$ cat config.mk
export PLATFORM = sky130hd
export DESIGN_NAME = xram_steer
export DESIGN_NICKNAME = d
export VERILOG_FILES = /design/src/rtl/xram_steer_pkg.sv /design/src/rtl/xram_sysctl.sv /design/src/rtl/xram_decode.sv /design/src/rtl/xram_bus.sv /design/src/rtl/xram_steer.sv
export SDC_FILE = /design/constraint.sdc
export NUM_CORES = 1
export LEC_CHECK = 0
export ABC_AREA = 1
export BUFFER_PORTS_ARGS = -buffer_cell sky130_fd_sc_hd__buf_4
export CORE_ASPECT_RATIO = 1.75
export CORE_MARGIN = 4
export CORE_UTILIZATION = 43
export DETAILED_ROUTE_END_ITERATION = 10
export GPL_ROUTABILITY_DRIVEN = 1
export HOLD_SLACK_MARGIN = 0.06
export PLACE_DENSITY = 0.89
export SKIP_CTS_REPAIR_TIMING = 1
export SYNTH_ARGS = -nofsm -noshare
export SYNTH_HDL_FRONTEND = slang
export SYNTH_SLANG_ARGS = --single-unit
$ cat constraint.sdc
create_clock -name clk -period 1.7 [get_ports clk]
set_input_delay 0.34 -clock clk [delete_from_list [all_inputs] [get_ports clk]]
set_output_delay 0.34 -clock clk [all_outputs]
set_load 0.02 [all_outputs]
$ cat src/rtl/xram_steer_pkg.sv
package xram_steer_pkg;

  // Control bits held by the system control register.
  typedef struct packed {
    logic vis;  // mirror on-chip RAM accesses onto the external bus
    logic dis;  // on-chip RAM disabled (protected)
  } xctrl_t;

  localparam logic [3:0] XCTRL_ID_NIBBLE = 4'b1010;

  localparam xctrl_t XCTRL_RESET = '{vis: 1'b0, dis: 1'b1};

endpackage

$ cat src/rtl/xram_sysctl.sv
module xram_sysctl
  import xram_steer_pkg::*;
#(
  parameter int unsigned SFR_AW = 8,
  parameter int unsigned DATA_W = 8,
  parameter logic [SFR_AW-1:0] REG_ADDR = 8'hB1
) (
  input  logic              clk,
  input  logic              rst_n,
  input  logic [SFR_AW-1:0] sfr_addr,
  input  logic [1:0]        sfr_wbits,
  input  logic              sfr_we,
  input  logic              sfr_prot_we,
  output xctrl_t            ctrl,
  output logic [DATA_W-1:0] sfr_rdata
);

  logic   reg_sel;
  logic   reg_wr;
  xctrl_t ctrl_q;
  xctrl_t ctrl_d;

  assign reg_sel = (sfr_addr == REG_ADDR);
  assign reg_wr  = reg_sel & sfr_we;

  // Next state: bit 1 follows any write, bit 0 only a protected one.
  always_comb begin
    ctrl_d     = ctrl_q;
    ctrl_d.vis = sfr_wbits[1];
    if (sfr_prot_we) begin
      ctrl_d.dis = sfr_wbits[0];
    end
  end

  always_ff @(posedge clk or negedge rst_n) begin
    if (!rst_n) begin
      ctrl_q <= XCTRL_RESET;
    end else if (reg_wr) begin
      ctrl_q <= ctrl_d;
    end
  end

  // Readback: fixed identification nibble on top, reserved bits zero.
  always_comb begin
    sfr_rdata = '0;
    if (reg_sel) begin
      sfr_rdata[DATA_W-1 -: 4] = XCTRL_ID_NIBBLE;
      sfr_rdata[1]             = ctrl_q.vis;
      sfr_rdata[0]             = ctrl_q.dis;
    end
  end

  assign ctrl = ctrl_q;

endmodule

$ cat src/rtl/xram_decode.sv
module xram_decode
  import xram_steer_pkg::*;
#(
  parameter int unsigned ADDR_W    = 16,
  parameter int unsigned XRAM_BASE = 'hF800
) (
  input  logic              acc_valid,
  input  logic [ADDR_W-1:0] acc_addr,
  input  logic              busy,
  input  xctrl_t            ctrl,
  output logic              accept,
  output logic              int_hit,
  output logic              bus_cycle
);

  localparam logic [ADDR_W-1:0] BASE_V = ADDR_W'(XRAM_BASE);

  logic in_range;

  assign in_range = (acc_addr >= BASE_V);

  always_comb begin
    accept    = acc_valid & ~busy;
    int_hit   = accept & in_range & ~ctrl.dis;
    // External target, or internal target mirrored in visible mode.
    bus_cycle = accept & (~int_hit | ctrl.vis);
  end

endmodule

$ cat src/rtl/xram_bus.sv
module xram_bus #(
  parameter int unsigned ADDR_W = 16,
  parameter int unsigned DATA_W = 8
) (
  input  logic              clk,
  input  logic              rst_n,
  input  logic              accept,
  input  logic              int_hit,
  input  logic              bus_cycle,
  input  logic              acc_we,
  input  logic [ADDR_W-1:0] acc_addr,
  input  logic [DATA_W-1:0] acc_wdata,
  input  logic [DATA_W-1:0] ram_rdata,
  input  logic [DATA_W-1:0] p0_in,
  output logic              busy,
  output logic              bus_ale,
  output logic              bus_rd_n,
  output logic              bus_wr_n,
  output logic              p0_oe,
  output logic [DATA_W-1:0] p0_out,
  output logic              p2_oe,
  output logic [ADDR_W-DATA_W-1:0] p2_out,
  output logic              rvalid,
  output logic [DATA_W-1:0] rdata
);

  localparam int unsigned HI_W = ADDR_W - DATA_W;

  // Data-cycle state
  logic              dp_valid_q, dp_valid_d;
  logic              dp_we_q,    dp_we_d;
  logic              dp_int_q,   dp_int_d;
  logic              dp_bus_q,   dp_bus_d;
  logic [HI_W-1:0]   dp_hi_q,    dp_hi_d;
  logic [DATA_W-1:0] dp_wd_q,    dp_wd_d;
  logic              dp_load;

  // Read return state
  logic              rv_q,  rv_d;
  logic [DATA_W-1:0] rd_q,  rd_d;
  logic              rd_load;

  // Next state for the data cycle.
  always_comb begin
    dp_valid_d = accept;
    dp_we_d    = acc_we;
    dp_int_d   = int_hit;
    dp_bus_d   = bus_cycle;
    dp_hi_d    = acc_addr[ADDR_W-1:DATA_W];
    dp_wd_d    = acc_wdata;
    dp_load    = accept;
  end

  // Next state for read return: sampled at the end of the data cycle.
  always_comb begin
    rv_d    = dp_valid_q & ~dp_we_q;
    rd_d    = dp_int_q ? ram_rdata : p0_in;
    rd_load = rv_d;
  end

  always_ff @(posedge clk or negedge rst_n) begin
    if (!rst_n) begin
      dp_valid_q <= 1'b0;
      dp_we_q    <= 1'b0;
      dp_int_q   <= 1'b0;
      dp_bus_q   <= 1'b0;
    end else begin
      dp_valid_q <= dp_valid_d;
      dp_we_q    <= dp_we_d;
      dp_int_q   <= dp_int_d;
      dp_bus_q   <= dp_bus_d;
    end
  end

  always_ff @(posedge clk or negedge rst_n) begin
    if (!rst_n) begin
      dp_hi_q <= '0;
      dp_wd_q <= '0;
    end else if (dp_load) begin
      dp_hi_q <= dp_hi_d;
      dp_wd_q <= dp_wd_d;
    end
  end

  always_ff @(posedge clk or negedge rst_n) begin
    if (!rst_n) begin
      rv_q <= 1'b0;
    end else begin
      rv_q <= rv_d;
    end
  end

  always_ff @(posedge clk or negedge rst_n) begin
    if (!rst_n) begin
      rd_q <= '0;
    end else if (rd_load) begin
      rd_q <= rd_d;
    end
  end

  // Pin drive: address cycle from the live request, data cycle from state.
  // The two never overlap because a request is refused while busy.
  always_comb begin
    bus_ale  = bus_cycle;
    bus_rd_n = ~(dp_bus_q & ~dp_we_q);
    bus_wr_n = ~(dp_bus_q &  dp_we_q);
    p2_oe    = bus_cycle | dp_bus_q;
    p2_out   = bus_cycle ? acc_addr[ADDR_W-1:DATA_W] : dp_hi_q;
    p0_oe    = bus_cycle | (dp_bus_q & (dp_we_q | dp_int_q));
    if (bus_cycle) begin
      p0_out = acc_addr[DATA_W-1:0];
    end else if (dp_we_q) begin
      p0_out = dp_wd_q;
    end else begin
      p0_out = ram_rdata;
    end
  end

  assign busy   = dp_valid_q;
  assign rvalid = rv_q;
  assign rdata  = rd_q;

endmodule

$ cat src/rtl/xram_steer.sv
module xram_steer
  import xram_steer_pkg::*;
#(
  parameter int unsigned ADDR_W    = 16,
  parameter int unsigned DATA_W    = 8,
  parameter int unsigned SFR_AW    = 8,
  parameter logic [SFR_AW-1:0] SYSCTL_ADDR = 8'hB1,
  parameter int unsigned XRAM_BASE = 'hF800,
  parameter int unsigned RAM_AW    = $clog2((2**ADDR_W) - XRAM_BASE)
) (
  input  logic                     clk,
  input  logic                     rst_n,
  input  logic [SFR_AW-1:0]        sfr_addr,
  input  logic [DATA_W-1:0]        sfr_wdata,
  input  logic                     sfr_we,
  input  logic                     sfr_prot_we,
  output logic [DATA_W-1:0]        sfr_rdata,
  input  logic                     acc_valid,
  input  logic                     acc_we,
  input  logic [ADDR_W-1:0]        acc_addr,
  input  logic [DATA_W-1:0]        acc_wdata,
  output logic                     acc_busy,
  output logic                     acc_rvalid,
  output logic [DATA_W-1:0]        acc_rdata,
  output logic                     ram_en,
  output logic                     ram_we,
  output logic [RAM_AW-1:0]        ram_addr,
  output logic [DATA_W-1:0]        ram_wdata,
  input  logic [DATA_W-1:0]        ram_rdata,
  output logic                     bus_ale,
  output logic                     bus_rd_n,
  output logic                     bus_wr_n,
  output logic                     p0_oe,
  output logic [DATA_W-1:0]        p0_out,
  input  logic [DATA_W-1:0]        p0_in,
  output logic                     p2_oe,
  output logic [ADDR_W-DATA_W-1:0] p2_out
);

  // Reset: asserted asynchronously, released on the clock.
  logic rst_meta_q;
  logic srst_n;

  always_ff @(posedge clk or negedge rst_n) begin
    if (!rst_n) begin
      rst_meta_q <= 1'b0;
      srst_n     <= 1'b0;
    end else begin
      rst_meta_q <= 1'b1;
      srst_n     <= rst_meta_q;
    end
  end

  xctrl_t ctrl;
  logic   accept;
  logic   int_hit;
  logic   bus_cycle;
  logic   unused_wbits;

  assign unused_wbits = ^sfr_wdata[DATA_W-1:2];

  xram_sysctl #(
    .SFR_AW   (SFR_AW),
    .DATA_W   (DATA_W),
    .REG_ADDR (SYSCTL_ADDR)
  ) u_sysctl (
    .clk         (clk),
    .rst_n       (srst_n),
    .sfr_addr    (sfr_addr),
    .sfr_wbits   (sfr_wdata[1:0]),
    .sfr_we      (sfr_we),
    .sfr_prot_we (sfr_prot_we),
    .ctrl        (ctrl),
    .sfr_rdata   (sfr_rdata)
  );

  xram_decode #(
    .ADDR_W    (ADDR_W),
    .XRAM_BASE (XRAM_BASE)
  ) u_decode (
    .acc_valid (acc_valid),
    .acc_addr  (acc_addr),
    .busy      (acc_busy),
    .ctrl      (ctrl),
    .accept    (accept),
    .int_hit   (int_hit),
    .bus_cycle (bus_cycle)
  );

  xram_bus #(
    .ADDR_W (ADDR_W),
    .DATA_W (DATA_W)
  ) u_bus (
    .clk       (clk),
    .rst_n     (srst_n),
    .accept    (accept),
    .int_hit   (int_hit),
    .bus_cycle (bus_cycle),
    .acc_we    (acc_we),
    .acc_addr  (acc_addr),
    .acc_wdata (acc_wdata),
    .ram_rdata (ram_rdata),
    .p0_in     (p0_in),
    .busy      (acc_busy),
    .bus_ale   (bus_ale),
    .bus_rd_n  (bus_rd_n),
    .bus_wr_n  (bus_wr_n),
    .p0_oe     (p0_oe),
    .p0_out    (p0_out),
    .p2_oe     (p2_oe),
    .p2_out    (p2_out),
    .rvalid    (acc_rvalid),
    .rdata     (acc_rdata)
  );

  // RAM strobes are taken straight from the address cycle decode.
  assign ram_en    = int_hit;
  assign ram_we    = int_hit & acc_we;
  assign ram_addr  = acc_addr[RAM_AW-1:0];
  assign ram_wdata = acc_wdata;

endmodule

# Word-level counts from Yosys, hierarchy flattened

Index checks and enable logic that the tools add are counted.

Bits in registers: 33
Latch bits: 0
RAM bits: 0
Memory bits (read-only): 0
Input port bits: 62
Output and inout bits: 60
Word-level logic and storage cells: 41
Memories kept: 0

Add/sub/neg operators: 0
Multiply operators: 0
Div/mod/pow operators: 0
Order comparisons: 1
Equality and inequality tests: 1
Shift operators: 0
Mux-type cells: 6
Bitwise logic cells: 20
Reductions and logical operators: 1

Operators by type and width:

| operator                                                   | number |
|---|---|
| two-way mux 8 bit                                          | 4 |
| greater-or-equal comparator 16 bit (second input constant) | 1 |
| AND 1 bit                                                  | 10 |
| == test 8 bit (second input constant)                      | 1 |
| NOT 1 bit                                                  | 6 |
| two-way mux 4 bit                                          | 1 |
| bitwise OR 1 bit                                           | 4 |
| two-way mux 2 bit                                          | 1 |
| AND reduction 2 bit                                        | 1 |

# Depth between registers and ports, before layout

Word-level depth: 8
Gate-level depth with buffers: 8
Gate-level depth less buffers: 7

# By module

Synthesis repeated with hierarchy kept, for this count alone.

Cells, all modules: 285
Area total of the unflattened synthesis: 2,021.9 µm²

By module, submodules not included:

| module      | instances | cells an instance | area each (µm²) | sequential area each (µm²) |
|---|---|---|---|---|
| xram_bus    | 1         | 208               | 1,514.0         | 725.7 |
| xram_sysctl | 1         | 42                | 249.0           | 51.3 |
| xram_steer  | 1         | 24                | 203.9           | 50.0 |
| xram_decode | 1         | 11                | 55.1            | 0.0 |

# Worst setup path after synthesis

No wires, ideal clock.

Path type: reg2out
Start point: reg u_bus.dp_valid_q, in the netlist u_bus.busy
End point: out p0_out[0]
Arrival time: 1,307 ps
Data required time: 1,360 ps
Path slack: 53 ps
Cell stages (with the launch flop): 9
Path buffers: 1
Path through: dfrtp_1 > inv_2 > nand2_4 > nor2_4 > nand3_4 > nand2_4 > buf_8 > nand2_1 > nand2_1

Cells in the longest elaborated chain, start to end: 8

Ends and longest elaborated chain:

| item                    | RTL line          | text |
|---|---|---|
| start, declared         | xram_bus.sv:30    | `logic dp_valid_q, dp_valid_d;` |
| start signal, assigned  | xram_bus.sv:68    | `dp_valid_q <= dp_valid_d;` |
| NOT 1 bit (*)           | xram_decode.sv:23 | `accept = acc_valid & ~busy;` |
| AND 1 bit (*)           | xram_decode.sv:23 |  |
| AND 1 bit (2 in series) | xram_decode.sv:24 | `int_hit = accept & in_range & ~ctrl.dis;` |
| NOT 1 bit               | xram_decode.sv:26 | `bus_cycle = accept & (~int_hit \| ctrl.vis);` |
| bitwise OR 1 bit        | xram_decode.sv:26 |  |
| AND 1 bit (*)           | xram_decode.sv:26 |  |
| two-way mux 8 bit (*)   | xram_bus.sv:110   | `if (bus_cycle) begin` |
| end, declared           | xram_steer.sv:34  | `output logic [DATA_W-1:0] p0_out,` |

Every way passes the cells marked *; elsewhere a longest branch is shown, timed or not.

# Worst setup path after layout

Start point: reg u_sysctl.ctrl_q, in the netlist u_sysctl.ctrl[0]
End point: out p2_out[3]

Cells in the longest elaborated chain, start to end: 6

Ends and longest elaborated chain:

| item                   | RTL line          | text |
|---|---|---|
| start, declared        | xram_sysctl.sv:20 | `xctrl_t ctrl_q;` |
| start signal, assigned | xram_sysctl.sv:39 | `ctrl_q <= ctrl_d;` |
| NOT 1 bit              | xram_decode.sv:24 |  |
| AND 1 bit              | xram_decode.sv:24 |  |
| NOT 1 bit              | xram_decode.sv:26 |  |
| bitwise OR 1 bit       | xram_decode.sv:26 |  |
| AND 1 bit              | xram_decode.sv:26 |  |
| two-way mux 8 bit      | xram_bus.sv:108   | `p2_out = bus_cycle ? acc_addr[ADDR_W-1:DATA_W] : dp_hi_q;` |
| end, declared          | xram_steer.sv:37  | `output logic [ADDR_W-DATA_W-1:0] p2_out` |

Every way passes these cells.

==> flow_summary.yaml <==
run_status:
  status: "finished, violations left"
  violations: "setup timing"
place:
  postPlaceCellArea_um2: 2673
  place.port_buffers: 111
  gp_routability_congestion: 0.7650
  post-place-cells: 405
  detailed_place_hpwl_um: 4308
yosys:
  async_flop_share: 1.000
  synth_top_cells_by_count: "nand2_1 (130), dfrtp_1 (32), buf_4 (26)"
  synthTopCellsByArea: "dfrtp_1 (42%), nand2_1 (26%), buf_4 (10%)"
  number_of_enable_flip_flop_cells_after_synthesis: 0
  part_of_the_yosys_area_used_for_sequential_elements: 0.4323
  netlist-cell-type-count: 21
  synth.most_common_cell: "nand2_1"
  postSynthRegisterBits: 33
  yosysTopAreaCellShare: 0.4186
  synth_flop_cell: "dfrtp_1"
  yosys_warnings: 0
  yosysTopAreaCell: "dfrtp_1"
  post_synth.cell_area_avg_um2: 7.219
  netlist_instances: 265
  syn-cell-area_um2: 1913
worst_setup_path:
  reg2reg_slack_ps: 530
  critical-path-top-cell-by-count: "buf_6"
  setup.worst_path.end_class: "primary output"
  critical_path.top_delay_family: "flip-flops"
  cpMaxStageDelayCell: "dfstp_2"
  cp_slowest_stage_delay_ps: 540
  cell_by_cell_trace_of_the_critical_path: "inv_2 > nand3_2 > nor2_4 > nand3_4 > buf_6 > nand3_1 > nand2_2 > buf_6"
  worst_ep_arrival_time_ps: 1550
  timing.reg2reg.worst_path_depth: 6
  worstPathMaxFanout: 5
  crit_required_ps: 1360
  critical_path_class: "reg -> out"
  worstReg2RegEnd: "u_bus.dp_bus_q$_DFF_PN0_"
  critPathBufInv: 3
  rr_startpoint: "u_bus.busy$_DFF_PN0_"
  startpoint_type: "flip-flop"
power:
  post-layout-total-power_mw: 2.452
  vdd_drop_max_mv: 0.6374
  total_leakage_power_nw: 1.622
  pwr_density_cell_nw_per_um2: 840.3
grt:
  globalRoute.totalOverflow: 0
  pin_count_of_the_biggest_net_entering_global_routing: 20
  globalRouteTotalUtil: 0.1908
  initial_antenna_violation_count: 0
  first_global_vias: 1976
  grt_pass1_wl_um: 8231
drt:
  vias_per_cell: 4.740
  drt_first_iter_violations: 57
  remaining_antenna_violation_count_after_routing: 0
  route.detailed.drc: 0
  detail_route.first_pass.iterations: 4
  detail_route.wl_per_cell_um: 12.95
  route.vias.total: 1972
  totalWireLength_um: 5388
clock_tree:
  insertion_delay_ps: 280
  clock_tree.htree_level_count: 2
  numCtsBuffers: 5
  clock_sink_count: 33
  tritoncts: "done"
  cts-root-to-sink-buffers: 2
  clk_pin_slew_worst_paths_ps: 70
  ctsRootBufferMaster: "clkbuf_8"
sta:
  finalHoldViolCount: 0
  post_route_skew_ps: 5.948
  fin_ws_ps: -186.4
  unrepaired_setup_endpoints_after_global_routing: "true"
  achievable-frequency_mhz: 530.1
  period_share: 1.110
  timing_worst_slew_pin_value_ps: 556.1
  timing.max_slew.rel_slack: 0.6292
  period_needed_ps: 1886
  final_slew_viol_count: 0
  finalSetupViolations: 19
cells_and_area:
  multi_input_area_um2: 847.1
  area_overhead_of_the_layout_relative_to_synthesis_pct: 52.52
  post-route-cell-area_um2: 2918
  fin_util: 0.6901
  design.final.nets: 428
  finish.cell_count_without_fillers: 416
  register_area_um2: 827.0
  layout-drive-gt1-share: 0.4087
  number_of_antenna_diodes: 0
  layout.filler_cells: 362
floorplanning:
  die_area_um2: 5622
  die-width_um: 58.42
  core.rowCount: 31
  core_area_um2: 4228
  initial_core_util: 0.4525
  die_y_um: 96.24
  top_level_ports: 122
run:
  number_of_max_cap_violations: 0
min_path:
  min_path_type: "in -> reg"
  hold_depth: 1
  worst_hold_path.endpoint: "u_bus.dp_we_q$_DFF_PN0_"
  hp-start: "acc_we"
-- placed cells by master, fill, tap and decap left out, types with 5 or more instances in the layout --
master,instances
inv_1,10
nand3_1,13
nand3_2,7
buf_6,14
conb_1,5
nand2_1,129
dfrtp_1,32
nor2_1,14
buf_4,108
a31oi_1,8
clkbuf_8,6
-- per-layer routing --
metal | up-vias | share of wire | GRT usage
li1 | 990 | - | -
met1 | 890 | 0.33 | 0.1789
met2 | 81 | 0.57 | 0.3769
met3 | 11 | 0.080 | 0.04430
met4 | 0 | 0.021 | 0.07930
met5 | - | 0 | 0
-- worst reg2reg max path, delay by kind of cell, from the launching register on --
kind	cells	cell delay, ps
simple gates	4	480
flops	1	400
buf+inv	2	170
-- per-stage QoR --
stage / setup WS [ps] / hold slack [ps] / TNS (ps)
after CTS: -263.0 / -177.3 / -4353
after global placement: 68.25 / 123.2 / 0
after detailed placement: 49.58 / 124.4 / 0
final: -186.4 / 183.4 / -2967
after global routing: -291.0 / 165.1 / -5073
after floorplan: 53.37 / 44.41 / 0
-- logic make-up (layout without fill, tap and decap cells) --
group                  count (synthesis)  in the layout  synth area share
AND/OR/NAND/NOR                      172            172            0.3787
AO/OA/AOI/OAI                         10             10           0.03139
buffers and inverters                 48            147            0.1537
other                                  2              5          0.003926
flip-flops                            33             33            0.4323
-- flip-flops by register name, indices dropped and copies added (netlist names), 2 cells and up --
register,flops
u_bus.dp_wd_q,8
u_bus.rdata,8
u_sysctl.ctrl,2
u_bus.dp_hi_q,8
-- how the worst max path moves through the flow --
stage | to | slack [ps] | depth (start not counted) | start
after floorplan | p0_out[0] | 50 | 8 | u_bus.busy$_DFF_PN0_
after global placement | p2_out[3] | 70 | 8 | acc_addr[12]
after detailed placement | p2_out[3] | 50 | 8 | acc_addr[12]
after CTS | p2_out[3] | -260 | 8 | u_bus.busy$_DFF_PN0_
after global routing | p0_out[1] | -290 | 8 | u_bus.busy$_DFF_PN0_
final | p2_out[3] | -190 | 8 | u_sysctl.ctrl[0]$_DFFE_PN1P_
-- power breakdown --
part	leakage, nW	switching (mW)	internal [mW]
Sequential	0.395	0.0548	0.877
Clock	0.0585	0.276	0.478
Combinational	1.17	0.409	0.356
-- cell type report --
class	count	area share
Timing Repair Buffer	125	0.3473
Multi-Input combinational cell	187	0.2903
Sequential cell	33	0.2834
Clock buffer	7	0.02959
Tap cell	49	0.02101
Inverter	14	0.01801
Clock inverter	1	0.01029
No activity file was read; power rests on OpenSTA's default activity.
